<file path="config.mk">
export PLATFORM = sky130hd
export DESIGN_NAME = adc_block_summer
export DESIGN_NICKNAME = d
export VERILOG_FILES = /design/src/rtl/abs_pkg.sv /design/src/rtl/abs_serial_rx.sv /design/src/rtl/abs_accum.sv /design/src/rtl/abs_spi_tx.sv /design/src/rtl/adc_block_summer.sv
export SDC_FILE = /design/constraint.sdc
export NUM_CORES = 1
export LEC_CHECK = 0
export ABC_AREA = 1
export CAP_MARGIN = 25
export CORE_UTILIZATION = 55
export CTS_CLUSTER_SIZE = 28
export DETAILED_ROUTE_END_ITERATION = 8
export PLACE_DENSITY = 0.71
export SYNTH_ARGS = -nofsm -noshare
export SYNTH_HDL_FRONTEND = slang
export SYNTH_SLANG_ARGS = --single-unit
export TNS_END_PERCENT = 20
</file>
<file path="constraint.sdc">
create_clock -name clk -period 2.6 [get_ports clk]
set_input_delay 0.39 -clock clk [delete_from_list [all_inputs] [get_ports clk]]
set_output_delay 0.39 -clock clk [all_outputs]
set_load 0.01 [all_outputs]
</file>
<file path="src/rtl/abs_pkg.sv">
package abs_pkg;

    localparam int ABS_FRAME_W  = 32;
    localparam int ABS_SAMPLE_W = 24;
    localparam int ABS_GUARD_W  = 8;
    localparam int ABS_ACC_W    = ABS_SAMPLE_W + ABS_GUARD_W;

    typedef struct packed {
        logic                    valid;
        logic [ABS_SAMPLE_W-1:0] value;
    } sample_evt_t;

    typedef enum logic [1:0] {
        TX_IDLE,
        TX_LOW,
        TX_HIGH,
        TX_TAIL
    } tx_state_t;

    function automatic logic [ABS_ACC_W-1:0] sext_sample(input logic [ABS_SAMPLE_W-1:0] v);
        return {{(ABS_ACC_W-ABS_SAMPLE_W){v[ABS_SAMPLE_W-1]}}, v};
    endfunction

endpackage

</file>
<file path="src/rtl/abs_serial_rx.sv">
module abs_serial_rx
    import abs_pkg::*;
(
    input  logic        clk,
    input  logic        rst,
    input  logic        ser_clk,
    input  logic        ser_data,
    input  logic        ser_fs,
    output sample_evt_t evt
);
    localparam int CNT_W = $clog2(ABS_FRAME_W);

    logic [2:0]             clk_sync;
    logic [1:0]             dat_sync;
    logic [1:0]             fs_sync;
    logic [ABS_FRAME_W-1:0] shreg;
    logic [CNT_W-1:0]       bit_cnt;
    logic                   rise;
    logic [ABS_FRAME_W-1:0] next_word;

    always_ff @(posedge clk) begin
        if (rst) begin
            clk_sync <= '0;
            dat_sync <= '0;
            fs_sync  <= '0;
        end else begin
            clk_sync <= {clk_sync[1:0], ser_clk};
            dat_sync <= {dat_sync[0], ser_data};
            fs_sync  <= {fs_sync[0], ser_fs};
        end
    end

    assign rise      = clk_sync[1] & ~clk_sync[2];
    assign next_word = {shreg[ABS_FRAME_W-2:0], dat_sync[1]};

    always_ff @(posedge clk) begin
        if (rst) begin
            shreg   <= '0;
            bit_cnt <= '0;
            evt     <= '0;
        end else begin
            evt.valid <= 1'b0;
            if (rise) begin
                if (fs_sync[1]) begin
                    shreg   <= next_word;
                    bit_cnt <= CNT_W'(1);
                end else if (bit_cnt != '0) begin
                    shreg <= next_word;
                    if (bit_cnt == CNT_W'(ABS_FRAME_W-1)) begin
                        bit_cnt   <= '0;
                        evt.valid <= 1'b1;
                        evt.value <= next_word[ABS_FRAME_W-1 -: ABS_SAMPLE_W];
                    end else begin
                        bit_cnt <= bit_cnt + CNT_W'(1);
                    end
                end
            end
        end
    end

    AST_EVT_AFTER_EDGE: assert property (@(posedge clk) disable iff (rst)
        evt.valid |-> $past(rise));

endmodule

</file>
<file path="src/rtl/abs_accum.sv">
module abs_accum
    import abs_pkg::*;
#(
    parameter int BLOCK_LEN = 256
) (
    input  logic                 clk,
    input  logic                 rst,
    input  sample_evt_t          evt,
    input  logic                 slot_release,
    output logic                 slot_valid,
    output logic [ABS_ACC_W-1:0] slot_sum,
    output logic                 ovr_pulse
);
    localparam int CNT_W = (BLOCK_LEN > 1) ? $clog2(BLOCK_LEN) : 1;

    logic [ABS_ACC_W-1:0] acc;
    logic [CNT_W-1:0]     cnt;
    logic [ABS_ACC_W-1:0] addend;
    logic [ABS_ACC_W-1:0] total;

    assign addend = sext_sample(evt.value);
    assign total  = acc + addend;

    always_ff @(posedge clk) begin
        if (rst) begin
            acc        <= '0;
            cnt        <= '0;
            slot_valid <= 1'b0;
            slot_sum   <= '0;
            ovr_pulse  <= 1'b0;
        end else begin
            ovr_pulse <= 1'b0;
            if (slot_release) begin
                slot_valid <= 1'b0;
            end
            if (evt.valid) begin
                if (cnt == CNT_W'(BLOCK_LEN-1)) begin
                    cnt <= '0;
                    acc <= '0;
                    if (slot_valid) begin
                        ovr_pulse <= 1'b1;
                    end else begin
                        slot_sum   <= total;
                        slot_valid <= 1'b1;
                    end
                end else begin
                    cnt <= cnt + CNT_W'(1);
                    acc <= total;
                end
            end
        end
    end

    AST_NO_OVERFLOW: assert property (@(posedge clk) disable iff (rst)
        (evt.valid && acc[ABS_ACC_W-1] == addend[ABS_ACC_W-1])
            |-> total[ABS_ACC_W-1] == acc[ABS_ACC_W-1]);
    AST_SLOT_HELD: assert property (@(posedge clk) disable iff (rst)
        (slot_valid && !slot_release) |=> (slot_valid && $stable(slot_sum)));

endmodule

</file>
<file path="src/rtl/abs_spi_tx.sv">
module abs_spi_tx
    import abs_pkg::*;
#(
    parameter int NUM_CH   = 3,
    parameter int SCLK_DIV = 4
) (
    input  logic                        clk,
    input  logic                        rst,
    input  logic                        start,
    input  logic [NUM_CH*ABS_ACC_W-1:0] words,
    output logic                        busy,
    output logic                        sclk,
    output logic                        mosi,
    output logic                        cs_n,
    output logic                        done
);
    localparam int TOT_BITS = NUM_CH * ABS_ACC_W;
    localparam int IDX_W    = $clog2(TOT_BITS);
    localparam int DIV_W    = (SCLK_DIV > 1) ? $clog2(SCLK_DIV) : 1;

    tx_state_t           state;
    logic [TOT_BITS-1:0] shreg;
    logic [IDX_W-1:0]    bit_idx;
    logic [DIV_W-1:0]    div_cnt;
    logic                div_end;

    assign busy    = (state != TX_IDLE);
    assign div_end = (div_cnt == DIV_W'(SCLK_DIV-1));

    always_ff @(posedge clk) begin
        if (rst) begin
            state   <= TX_IDLE;
            shreg   <= '0;
            bit_idx <= '0;
            div_cnt <= '0;
            sclk    <= 1'b0;
            mosi    <= 1'b0;
            cs_n    <= 1'b1;
            done    <= 1'b0;
        end else begin
            done <= 1'b0;
            case (state)
                TX_IDLE: begin
                    if (start) begin
                        shreg   <= words;
                        mosi    <= words[TOT_BITS-1];
                        cs_n    <= 1'b0;
                        bit_idx <= '0;
                        div_cnt <= '0;
                        state   <= TX_LOW;
                    end
                end
                TX_LOW: begin
                    if (div_end) begin
                        div_cnt <= '0;
                        sclk    <= 1'b1;
                        state   <= TX_HIGH;
                    end else begin
                        div_cnt <= div_cnt + DIV_W'(1);
                    end
                end
                TX_HIGH: begin
                    if (div_end) begin
                        div_cnt <= '0;
                        sclk    <= 1'b0;
                        if (bit_idx == IDX_W'(TOT_BITS-1)) begin
                            state <= TX_TAIL;
                        end else begin
                            bit_idx <= bit_idx + IDX_W'(1);
                            shreg   <= {shreg[TOT_BITS-2:0], 1'b0};
                            mosi    <= shreg[TOT_BITS-2];
                            state   <= TX_LOW;
                        end
                    end else begin
                        div_cnt <= div_cnt + DIV_W'(1);
                    end
                end
                default: begin
                    if (div_end) begin
                        div_cnt <= '0;
                        cs_n    <= 1'b1;
                        mosi    <= 1'b0;
                        done    <= 1'b1;
                        state   <= TX_IDLE;
                    end else begin
                        div_cnt <= div_cnt + DIV_W'(1);
                    end
                end
            endcase
        end
    end

    AST_CS_IDLE_SCLK_LOW: assert property (@(posedge clk) disable iff (rst)
        cs_n |-> !sclk);
    AST_MOSI_STABLE_HIGH: assert property (@(posedge clk) disable iff (rst)
        sclk |-> $stable(mosi));
    AST_DONE_PULSE: assert property (@(posedge clk) disable iff (rst)
        done |=> !done);
    AST_DONE_AT_CS_RISE: assert property (@(posedge clk) disable iff (rst)
        $rose(cs_n) |-> done);

endmodule

</file>
<file path="src/rtl/adc_block_summer.sv">
module adc_block_summer
    import abs_pkg::*;
#(
    parameter int NUM_CH    = 3,
    parameter int BLOCK_LEN = 256,
    parameter int SCLK_DIV  = 4
) (
    input  logic              clk,
    input  logic              rst,
    input  logic [NUM_CH-1:0] adc_sclk,
    input  logic [NUM_CH-1:0] adc_sdata,
    input  logic [NUM_CH-1:0] adc_fs,
    output logic              spi_sclk,
    output logic              spi_mosi,
    output logic              spi_cs_n,
    output logic              block_done,
    output logic              overrun
);
    localparam int WORDS_W = NUM_CH * ABS_ACC_W;

    sample_evt_t          evt       [NUM_CH];
    logic [ABS_ACC_W-1:0] slot_sum  [NUM_CH];
    logic [NUM_CH-1:0]    slot_valid;
    logic [NUM_CH-1:0]    ovr_pulse;
    logic [WORDS_W-1:0]   words;
    logic                 spi_busy;
    logic                 spi_start;

    for (genvar ch = 0; ch < NUM_CH; ch++) begin : g_chan
        abs_serial_rx u_rx (
            .clk      (clk),
            .rst      (rst),
            .ser_clk  (adc_sclk[ch]),
            .ser_data (adc_sdata[ch]),
            .ser_fs   (adc_fs[ch]),
            .evt      (evt[ch])
        );

        abs_accum #(.BLOCK_LEN(BLOCK_LEN)) u_acc (
            .clk          (clk),
            .rst          (rst),
            .evt          (evt[ch]),
            .slot_release (block_done),
            .slot_valid   (slot_valid[ch]),
            .slot_sum     (slot_sum[ch]),
            .ovr_pulse    (ovr_pulse[ch])
        );

        assign words[(NUM_CH-1-ch)*ABS_ACC_W +: ABS_ACC_W] = slot_sum[ch];
    end

    assign spi_start = (&slot_valid) & ~spi_busy & ~block_done;

    abs_spi_tx #(.NUM_CH(NUM_CH), .SCLK_DIV(SCLK_DIV)) u_tx (
        .clk   (clk),
        .rst   (rst),
        .start (spi_start),
        .words (words),
        .busy  (spi_busy),
        .sclk  (spi_sclk),
        .mosi  (spi_mosi),
        .cs_n  (spi_cs_n),
        .done  (block_done)
    );

    always_ff @(posedge clk) begin
        if (rst) begin
            overrun <= 1'b0;
        end else if (|ovr_pulse) begin
            overrun <= 1'b1;
        end
    end

    AST_OVERRUN_STICKY: assert property (@(posedge clk) disable iff (rst)
        overrun |=> overrun);
    AST_START_NEEDS_ALL: assert property (@(posedge clk) disable iff (rst)
        $fell(spi_cs_n) |-> $past(&slot_valid));

endmodule

</file>
==> results.yml <==
die:
  fp.dieH_um: 224
  fp-row-count: 80
  initial_core_util_pct: 56.2
  core_um2: 48100
  ioPinCount: 16
  dieArea_um2: 50100
  die_w_um: 224
clocking:
  cts_sinks: 537
  root_buffer: "clkbuf_16"
  cts_made_buffers: 54
  cts_tree: "built"
  ctsHoldBuffers: 0
  insertion_delay_ns: 0.63
  clkSlewWorstSetupHoldPaths_ns: 0.07
  htreeDepth: 2
  clk_path_buf_depth: 3
  cts_setup_buffers: 0
status:
  status: "finished clean"
power_and_ir_drop:
  leakage_uw: 0.0140
  irDropWorstVdd_mv: 0.543
  power_uw: 16800
  cellPowerDensity_nw_per_um2: 565
routing:
  wl_per_cell_um: 12.7
  vias: 24000
  via_per_inst: 5.02
  routed_wl_mm: 60.5
  drc: 0
  drtPass1Iterations: 5
  first_iter_violations: 1654
  drtAntennaViolNets: 0
setup_path:
  cpMaxStageDelayCell: "dfxtp_1"
  cp_top_family: "buffers and inverters"
  reg2reg_to: "u_tx.shreg[94]$_SDFFE_PP0P_"
  worstPathMaxFanout: 67
  ff2ff_path_depth: 10
  cp_num_buf_inv: 3
  crit_path_frequent_cell: "nand2_1"
  path_class: "flip-flop to flip-flop"
  cp-end-kind: "flip-flop"
  worstPathArrival_ns: 2.77
  crit_path_start_kind: "flip-flop"
  slowest_delay_ns: 0.33
  r2r_slack_ns: 0.39
  required_ns: 3.15
  worstReg2RegStart: "u_tx.state[0]$_SDFFE_PP0P_"
  crit_chain: "inv_1 > ha_2 > nand3_1 > nand2_1 > nand2_1 > nor3_4 > buf_12 > buf_4 > o21ai_0 > a31oi_1"
yosys:
  synth_top_flop_cell: "dfxtp_1"
  synth_area_per_cell_um2: 6.55
  synth_area_leader_cell: "dfxtp_1"
  yosysMostFrequentCell: "nand2_1"
  synth.area.top_cells: "dfxtp_1 (40%), nand2_1 (17%), nor2_1 (9.2%), inv_1 (7.0%), ha_1 (5.1%)"
  syn_inst: 4130
  synth_top_area_share_pct: 39.7
  syn_area_um2: 27100
  syn-num-nets: 4254
  synth_commonest_cells: "nand2_1 (1,205), nor2_1 (662), dfxtp_1 (537)"
  synth_edf_count: 0
  ys_warn_count: 0
  ys_ff_latch: 537
  synth_cell_types: 37
  async_reset_ff_share_pct: 0
  synth-seq-area-share_pct: 39.7
sta:
  worst_pin_slew_ns: 0.560
  fin_crit_sh_pct: 85.2
  fin_worst_skew_ns: 0.0358
  drv_slew: 0
  fin_crit_ns: 2.21
  tns_ns: 0
  max-slew-margin-rel_pct: 62.6
  finalHoldViolCount: 0
  fmax_mhz: 452
  rsz0062_at_grt: "false"
  finalSetupViolCount: 0
min_path:
  hp-class: "primary input to flip-flop"
  hold_depth: 2
  holdCritStartpoint: "rst"
  min_to: "g_chan[2].u_acc.acc[30]$_SDFFE_PP0P_"
global_routing:
  gr-total-overflow: 0
  grt_use_total_pct: 24.6
  antenna_found_initial: 0
  grt_pass1_wl_mm: 104
  grt_pass1_vias: 22000
  grt_max_degree: 104
final_layout:
  stdcell_count: 4780
  design_area_um2: 29700
  drive_above_1_share_pct: 3.83
  fin_nets: 4202
  insertedDiodeCount: 0
  syn_to_final_growth_pct: 9.77
  final_util_pct: 61.7
placed_design:
  gp_congestion: 0.974
  dp_hpwl_mm: 42.7
  dp.cells: 4678
  portBuffers: 15
  placed_area_um2: 27800
flow_run:
  maxCapViolCount: 0
cell type report:
| cell class | count | area, µm² |
|---|---|---|
| inverters | 516 | 1940 |
| clock buffers | 77 | 1620 |
| well taps | 656 | 821 |
| flip-flops and latches | 537 | 10800 |
| fillers | 4661 | 18400 |
| multi-input cells | 2907 | 13700 |
| clock inverters | 25 | 309 |
| repair buffers | 62 | 579 |
report_power, final:
group | internal [µW] | leakage, µW | switching (µW)
sequential | 8270 | 0.00433 | 20.0
clock | 4780 | 0.000950 | 3410
combinational | 93.5 | 0.00869 | 207
timing repair:
item | 4_1_cts | 5_1_grt
setup endpoints to repair | 0 | 1
endpoints found under the hold margin | 0 | 0
resized for setup | 0 | 1
per-layer routing:
| layer | GRT usage (%) | vias up | wire [µm] | share of wire (%) |
|---|---|---|---|---|
| met5 | 0 | - | 0 | 0 |
| met4 | 7.16 | 0 | 1450 | 2.4 |
| met3 | 2.85 | 96 | 2320 | 3.8 |
| met2 | 41.1 | 363 | 27000 | 45 |
| met1 | 33.4 | 10700 | 29700 | 49 |
| li1 | - | 12900 | - | - |
how the worst max path moves through the flow:
stage	start	endpoint	slack, ns	depth (start not counted)
after floorplan	g_chan[0].u_rx.evt[0]$_SDFFE_PP0P_	g_chan[0].u_acc.slot_sum[20]$_SDFFE_PP0P_	0.69	12
after global placement	u_tx.state[0]$_SDFFE_PP0P_	u_tx.shreg[94]$_SDFFE_PP0P_	0.42	10
after detailed placement	u_tx.state[0]$_SDFFE_PP0P_	u_tx.shreg[39]$_SDFFE_PP0P_	0.30	10
after CTS	u_tx.state[0]$_SDFFE_PP0P_	u_tx.shreg[44]$_SDFFE_PP0P_	0.29	10
after global routing	u_tx.state[0]$_SDFFE_PP0P_	u_tx.shreg[39]$_SDFFE_PP0P_	0.08	10
final	u_tx.state[0]$_SDFFE_PP0P_	u_tx.shreg[94]$_SDFFE_PP0P_	0.39	10
kinds of logic after synthesis:
| group | share of synthesized area [%] |
|---|---|
| XOR/XNOR | 1.81 |
| buffers and inverters | 9.83 |
| AND/OR/NAND/NOR | 30.0 |
| AO/OA/AOI/OAI | 13.4 |
| adder cells (fa/ha/maj) | 5.31 |
| flip-flops | 39.7 |
through the flow:
stage	worst slack, ns	hold WS [ns]
floorplan	0.694	0.388
global placement	0.416	0.390
detailed placement	0.299	0.393
CTS	0.287	0.124
global route	0.0820	0.153
finish	0.386	0.157
flip-flops by register name (all words and copies together) (netlist names):
| name | cells |
|---|---|
| g_chan.u_rx.fs_sync | 6 |
| g_chan.u_rx.clk_sync | 9 |
| g_chan.u_rx.evt | 75 |
| u_tx.state | 2 |
| g_chan.u_acc.ovr_pulse | 3 |
| u_tx.shreg | 95 |
| overrun | 1 |
| u_tx.cs_n | 1 |
| g_chan.u_acc.slot_valid | 3 |
| g_chan.u_rx.dat_sync | 6 |
| g_chan.u_acc.acc | 96 |
| g_chan.u_acc.cnt | 24 |
| g_chan.u_rx.shreg | 93 |
| g_chan.u_acc.slot_sum | 96 |
| g_chan.u_rx.bit_cnt | 15 |
| u_tx.bit_idx | 7 |
| u_tx.done | 1 |
| u_tx.sclk | 1 |
| u_tx.div_cnt | 2 |
| u_tx.mosi | 1 |
cells in the final DEF (no fill, tap or decap), types with 14 or more instances in the layout:
cell | synthesis | layout
xor2_1 | 48 | 48
clkbuf_8 | 0 | 18
ha_1 | 110 | 108
nand2_1 | 1205 | 1205
inv_1 | 507 | 507
nor2_1 | 662 | 659
buf_4 | 3 | 41
a21oi_1 | 187 | 187
nor3_1 | 31 | 31
dfxtp_1 | 537 | 537
a31oi_1 | 94 | 94
o21ai_0 | 275 | 275
nand3_1 | 126 | 126
clkdlybuf4s50_1 | 0 | 14
o21ai_1 | 58 | 58
clkbuf_16 | 0 | 54
nand3b_1 | 14 | 14
o21a_1 | 27 | 27
(Power assumes the default switching activity.)
